`src/rtl/lvt_dual_write_ram.sv`:
```
module lvt_dual_write_ram #(
  parameter int DW = 16,
  parameter int DEPTH = 64,
  localparam int AW = $clog2(DEPTH)
) (
  input  logic          clk,
  input  logic          rst_n,
  input  logic          wr0_en,
  input  logic [AW-1:0] wr0_addr,
  input  logic [DW-1:0] wr0_data,
  input  logic          wr1_en,
  input  logic [AW-1:0] wr1_addr,
  input  logic [DW-1:0] wr1_data,
  input  logic [AW-1:0] rd0_addr,
  output logic [DW-1:0] rd0_data,
  input  logic [AW-1:0] rd1_addr,
  output logic [DW-1:0] rd1_data
);

  logic [AW-1:0]    wa [2];
  logic [AW-1:0]    ra [2];
  logic [DW-1:0]    wd [2];
  logic [1:0]       we;
  logic             clash;
  logic [DEPTH-1:0] lvt;
  logic [1:0]       sel_q;
  logic [DW-1:0]    bank_q [4];

  assign wa[0] = wr0_addr;
  assign wa[1] = wr1_addr;
  assign wd[0] = wr0_data;
  assign wd[1] = wr1_data;
  assign ra[0] = rd0_addr;
  assign ra[1] = rd1_addr;

  assign clash = wr0_en && wr1_en && (wr0_addr == wr1_addr);
  assign we[0] = wr0_en && !clash;
  assign we[1] = wr1_en;

  always_ff @(posedge clk) begin
    if (!rst_n) begin
      lvt   <= '0;
      sel_q <= '0;
    end else begin
      sel_q[0] <= lvt[rd0_addr];
      sel_q[1] <= lvt[rd1_addr];
      if (we[0]) lvt[wr0_addr] <= 1'b0;
      if (we[1]) lvt[wr1_addr] <= 1'b1;
    end
  end

  for (genvar gw = 0; gw < 2; gw++) begin : g_wport
    for (genvar gr = 0; gr < 2; gr++) begin : g_rport
      logic [DW-1:0] store [DEPTH];
      logic [DW-1:0] q;
      always_ff @(posedge clk) begin
        if (we[gw]) store[wa[gw]] <= wd[gw];
        q <= store[ra[gr]];
      end
      assign bank_q[gw*2+gr] = q;
    end
  end

  assign rd0_data = sel_q[0] ? bank_q[2] : bank_q[0];
  assign rd1_data = sel_q[1] ? bank_q[3] : bank_q[1];

  AST_PORT1_OWNS: assert property (@(posedge clk) disable iff (!rst_n)
    wr1_en |=> lvt[$past(wr1_addr)]);

  AST_PORT0_OWNS: assert property (@(posedge clk) disable iff (!rst_n)
    (wr0_en && !(wr1_en && wr1_addr == wr0_addr)) |=> !lvt[$past(wr0_addr)]);

  AST_TABLE_HOLDS: assert property (@(posedge clk) disable iff (!rst_n)
    (!wr0_en && !wr1_en) |=> $stable(lvt));

  AST_RESET_CLEARS: assert property (@(posedge clk)
    $rose(rst_n) |-> (lvt == '0));

  AST_READ_STEADY: assert property (@(posedge clk) disable iff (!rst_n)
    ($stable(rd0_addr) && !$past(wr0_en) && !$past(wr1_en) && $past(rst_n))
      |=> $stable(rd0_data));

endmodule

```
`config.mk`:
```
export PLATFORM = sky130hd
export DESIGN_NAME = lvt_dual_write_ram
export DESIGN_NICKNAME = d
export VERILOG_FILES = /design/src/rtl/lvt_dual_write_ram.sv
export SDC_FILE = /design/constraint.sdc
export NUM_CORES = 2
export LEC_CHECK = 0
export BUFFER_PORTS_ARGS = -buffer_cell sky130_fd_sc_hd__buf_2
export CAP_MARGIN = 10
export CORE_ASPECT_RATIO = 1.25
export CORE_MARGIN = 5
export CORE_UTILIZATION = 43
export CTS_BUF_LIST = sky130_fd_sc_hd__clkbuf_4 sky130_fd_sc_hd__clkbuf_8
export DETAILED_ROUTE_END_ITERATION = 10
export HOLD_SLACK_MARGIN = 0.02
export PLACE_DENSITY_LB_ADDON = 0.08
export SETUP_SLACK_MARGIN = 0.3
export SYNTH_ARGS = -nofsm -noshare
export SYNTH_HDL_FRONTEND = slang
export SYNTH_SLANG_ARGS = --single-unit
```
`constraint.sdc`:
```
create_clock -name clk -period 2.5 [get_ports clk]
set_clock_uncertainty 0.2 [all_clocks]
set_input_delay 0.375 -clock clk [delete_from_list [all_inputs] [get_ports clk]]
set_output_delay 0.375 -clock clk [all_outputs]
set_load 0.02 [all_outputs]
```
Yosys cells after proc, flatten, opt, wreduce, memory -nomap -nowiden

Memory sizes are Yosys's and may differ from the RTL's. A register that Yosys moved wholly into a read port is not among the register bits.
Index checks and enable logic that the tools add are counted.

Flip-flop bits (word level): 66
RAM bits: 4096
Bits of input ports: 60
Logic and storage cells: 39
Memories kept: 4

Memories:

| name                        | words | bits a word | read ports | clocked after Yosys merged registers in | wr ports | RTL line | RTL |
|---|---|---|---|---|---|---|---|
| g_wport[0].g_rport[0].store | 64    | 16          | 1          | 1                                       | 1        | 54       | `logic [DW-1:0] store [DEPTH];` |
| g_wport[0].g_rport[1].store | 64    | 16          | 1          | 1                                       | 1        | 54       |  |
| g_wport[1].g_rport[0].store | 64    | 16          | 1          | 1                                       | 1        | 54       |  |
| g_wport[1].g_rport[1].store | 64    | 16          | 1          | 1                                       | 1        | 54       |  |

Order comparisons: 6
Eq/ne operators: 1
Multiplexer cells: 17
Bitwise logic cells: 3
Reduce and logical (&&, ||, !) cells: 6

Operator list:

| kind                                                                  | count |
|---|---|
| 64-bit two-way mux                                                    | 3 |
| 64-bit AND                                                            | 1 |
| 64-bit inverter                                                       | 1 |
| 64-bit OR                                                             | 1 |
| 16-bit two-way mux                                                    | 2 |
| 6-bit by 7-bit < comparator with 1-bit output, second input constant  | 4 |
| 1-bit binary-select mux with 6-bit select                             | 2 |
| 1-bit demux with 6-bit select                                         | 2 |
| 6-bit by 1-bit >= comparator with 1-bit output, second input constant | 2 |
| 1-bit two-way mux                                                     | 8 |
| 6-bit == test                                                         | 1 |
| 1-bit logical AND                                                     | 5 |
| 1-bit logical NOT                                                     | 1 |

Logic depth before layout (Yosys ltp)

Word-level depth: 10
Mapped depth: 10
Gate-level depth less buffers: 5

Worst setup path after synthesis

No wires, ideal clock.

Kind: in2reg
Start point: in wr1_addr[3]
End point: mem g_wport[1].g_rport[0].store[41][0], enable pin
Setup time: 0.390 ns
Arrival: 2.041 ns
Required time: 1.910 ns
Setup slack: -0.131 ns
Cell stages on the path: 5
Buffers on the path: 2
Path through: clkbuf_1 inv_1 or3_1 clkbuf_1 nor2_1

RTL lines:

| element     | RTL line | RTL |
|---|---|---|
| from (decl) | 12       | `input logic [AW-1:0] wr1_addr,` |
| to (decl)   | 54       |  |

No word-level cell before the write port.

Worst setup path in the final report

Start point: reg sel_q[0]
End point: out rd0_data[7]

Longest elaborated chain between the ends: 1

Ends and longest elaborated chain:

| element                | RTL line | RTL |
|---|---|---|
| from (decl)            | 26       | `logic [1:0] sel_q;` |
| from (signal assigned) | 45       | `sel_q[0] <= lvt[rd0_addr];` |
| 16-bit two-way mux     | 64       | `assign rd0_data = sel_q[0] ? bank_q[2] : bank_q[0];` |
| to (decl)              | 15       | `output logic [DW-1:0] rd0_data,` |

Every way passes these cells.

==> flow_metrics.env <==
export IMPL_drt_iter0_drc=6402
export IMPL_ys_flop_type="edfxtp_1"
export IMPL_drive_gt1_share_pct=49.2
export IMPL_violations="negative setup slack"
export IMPL_cts_root_buf="clkbuf_8"
export IMPL_cp_required_ns=1.92
export IMPL_synth_yosys_seq_area_share_pct=64.5
export IMPL_path_cells="buf_12 -> mux2_4 -> buf_6"
export IMPL_relSlewSlack_pct=8.12
export IMPL_drv_slew=0
export IMPL_min_path_type="in -> reg"
export IMPL_numPortBuffers=91
export IMPL_arrival_ns=2.16
export IMPL_start_kind="register"
export IMPL_numCtsBuffers=362
export IMPL_switching_share_pct=24.6
export IMPL_p_seq_share_pct=49.8
export IMPL_finalWorstSetupSlack_ns=-0.237
export IMPL_p_comb_share_pct=10.8
export IMPL_cp_top_family="flip-flops"
export IMPL_syn_to_final_growth_pct=21.9
export IMPL_maxCapViolCount=0
export IMPL_grt_overflow_total=0
export IMPL_grt_usage_pct=30.5
export IMPL_powerDensity_mw_per_mm2=673
export IMPL_drt_first_pass_iters=5
export IMPL_ys_ff_latch=2178
export IMPL_cp_end_kind="output port"
export IMPL_drc=0
export IMPL_status="finished with violations"
export IMPL_ioPinCount=92
export IMPL_hold_violations=0
export IMPL_antenna_found_initial=15
export IMPL_layout_min_cycle_time_ns=2.74
export IMPL_timing_fmax_mhz=365
export IMPL_dp_slack_ns=-1.21
export IMPL_synthDistinctLibCells=44
export IMPL_fp_dieH_um=548
export IMPL_max_stage_delay_ns=0.42
export IMPL_hpwl_mm=253
export IMPL_h_tree_depth=5
export IMPL_grt_first_pass_wirelength_mm=504
export IMPL_syn_num_nets=4878
export IMPL_path_max_fanout=8
export IMPL_path_clk_slew_ns=0.06
export IMPL_rsz0062_at_grt="yes"
export IMPL_internal_power_mw=61.4
export IMPL_synthesis_area_sq_mm=0.0994
export IMPL_nNetsFinal=5895
export IMPL_start_util_pct=43.2
export IMPL_p_total_mw=81.5
export IMPL_via_per_inst=6.38
export IMPL_avgSynthCellArea_sq_um=20.6
export IMPL_grt_pass1_vias=61500
export IMPL_wl_per_cell_um=39.9
export IMPL_p_clk_share_pct=39.3
export IMPL_wl_mm=368
export IMPL_met2_usage_pct=50.7
export IMPL_grt_busiest_layer="met2"
export IMPL_setup_viol=32
export IMPL_yosys_warnings=0
export IMPL_cpMaxStageDelayCell="dfxtp_4"
export IMPL_gp_congestion=0.939
export IMPL_p_leak_nw=39.5
export IMPL_ir_drop_mv=0.560
export IMPL_num_vias=58700
export IMPL_critPathKind="reg -> out"
export IMPL_switchingPower_mw=20.1
export IMPL_critPathBufInv=2
export IMPL_die_width_um=440
export IMPL_use_met3_pct=4.43
export IMPL_synth_edff_count=2048
export IMPL_async_reset_ff_share_pct=0
export IMPL_grt_max_degree=65
export IMPL_fin_area_sq_mm=0.121
export IMPL_clock_latency_ns=1.02
export IMPL_synth_cells=4818
export IMPL_period_share_pct=109
export IMPL_core_area_sq_mm=0.230
export IMPL_grt_use_met1_pct=38.0
export IMPL_cts_tree="done"
export IMPL_die_area_sq_mm=0.241
export IMPL_route_antenna_remaining_nets=0
export IMPL_cts_sinks=2178
export IMPL_timing_worst_slew_pin_value_ns=1.37
export IMPL_placed_area_sq_mm=0.113
export IMPL_rows=197
export IMPL_clockBufferDepth=4
state kept, by name, indices dropped and copies added (netlist names):
signal                 cells
sel_q                      2
g_wport.g_rport.q         64
lvt                       64
g_wport.g_rport.store   2048
area by class of cell:
cell class,count,area [sq um]
Clock buffer,510,6240
Fill cell,18400,109000
Timing Repair Buffer,1038,11500
Multi-Input combinational cell,2250,34400
Antenna cell,5,12.5
Inverter,5,18.8
Clock inverter,135,956
Sequential cell,2178,64100
Tap cell,3084,3860
final timing paths:
check,slack (ns),to,cells past startpoint,start
worst max register to register,0.16,g_wport[1].g_rport[0].q[5],4,g_wport[1].g_rport[0].store[59][5]
worst min register to register,0.27,lvt[54],2,lvt[54]
worst max-delay path,-0.24,rd0_data[7],3,sel_q[0]
worst min-delay path,0.11,g_wport[1].g_rport[0].store[41][12],5,wr1_en
stage by stage:
step	util, %	std cells	hold slack, ns	TNS, ns
detailed placement	48.9	8498	0.262	-44.86
CTS	52.5	9192	0.0292	-7.58
global route	52.6	9203	0.0837	-6.27
global placement	48.9	8497	0.247	-44.60
floorplan	-	4818	0.236	-68.50
finish	52.6	9205	0.111	-5.77
worst reg2reg max path, stage by stage (launching register included):
cell and delay [ns]:
edfxtp_1 0.39, mux4_2 0.48, mux4_2 0.61, a22oi_2 0.43
nand2_1 0.11
Yosys cell counts, drive strengths merged (6+ instances only):
| cell | number | area share (%) |
|---|---|---|
| a211oi | 45 | 0.34 |
| o2bb2ai | 39 | 0.34 |
| o21ai | 46 | 0.23 |
| a221oi | 117 | 1.0 |
| edfxtp | 2048 | 62 |
| o311a | 19 | 0.19 |
| mux4 | 1176 | 27 |
| mux2 | 34 | 0.39 |
| and2 | 6 | 0.038 |
| clkbuf | 143 | 0.54 |
| o311ai | 8 | 0.070 |
| nor2b | 62 | 0.39 |
| mux2i | 94 | 0.95 |
| o41ai | 11 | 0.097 |
| dfxtp | 130 | 2.6 |
| a21oi | 12 | 0.060 |
| nand2b | 15 | 0.094 |
| nor2 | 191 | 0.72 |
| nand3 | 20 | 0.10 |
| buf | 242 | 1.4 |
| a22oi | 47 | 0.35 |
| a22o | 43 | 0.38 |
| nand2 | 229 | 0.86 |
placed cells by master, fill, tap and decap left out, drive strengths merged, types with 46 or more instances in the layout:
master       synthesis  layout
dfxtp              130     130
nand2              229     229
mux2i               94      94
mux4              1176    1176
a22oi               47      47
nor2               191     191
dlygate4sd3          0      46
o21ai               46      46
edfxtp            2048    2048
clkbuf             143     512
a221oi             117     117
nor2b               62      62
clkinv               0     109
buf                242     989
what timing repair did:
action,CTS,global route
gates resized for setup,167,32
buffers inserted,1,7
gates cloned,1,1
hold endpoints to repair,2144,0
hold buffers,47,0
setup endpoints to repair,60,124
pin swaps,9,10
power groups by stage:
stage	registers [mW]	logic (mW)	clock network [mW]
2_1_floorplan	41.1	4.05	0
3_3_place_gp	41.3	8.46	0
3_5_place_dp	41.3	8.48	0
4_1_cts	40.6	8.83	32.7
5_1_grt	40.6	9.06	34.4
6_report	40.6	8.84	32.1
per-layer routing:
| layer | up-vias | wire length [um] |
|---|---|---|
| li1 | 23200 | - |
| met2 | 2913 | 182000 |
| met3 | 768 | 25700 |
| met1 | 31800 | 133000 |
| met4 | 6 | 27200 |
| met5 | - | 34 |
cell families after synthesis:
group	Yosys count	share of synthesized area, %
DFF	2178	64.5
muxes	1304	28.0
and+or+nand+nor	543	2.34
AOI/OAI and AO/OA	398	3.18
buffers and inverters	390	1.97
xor gates and xnor gates	5	0.0441
Power figures use the tool's default switching activity.
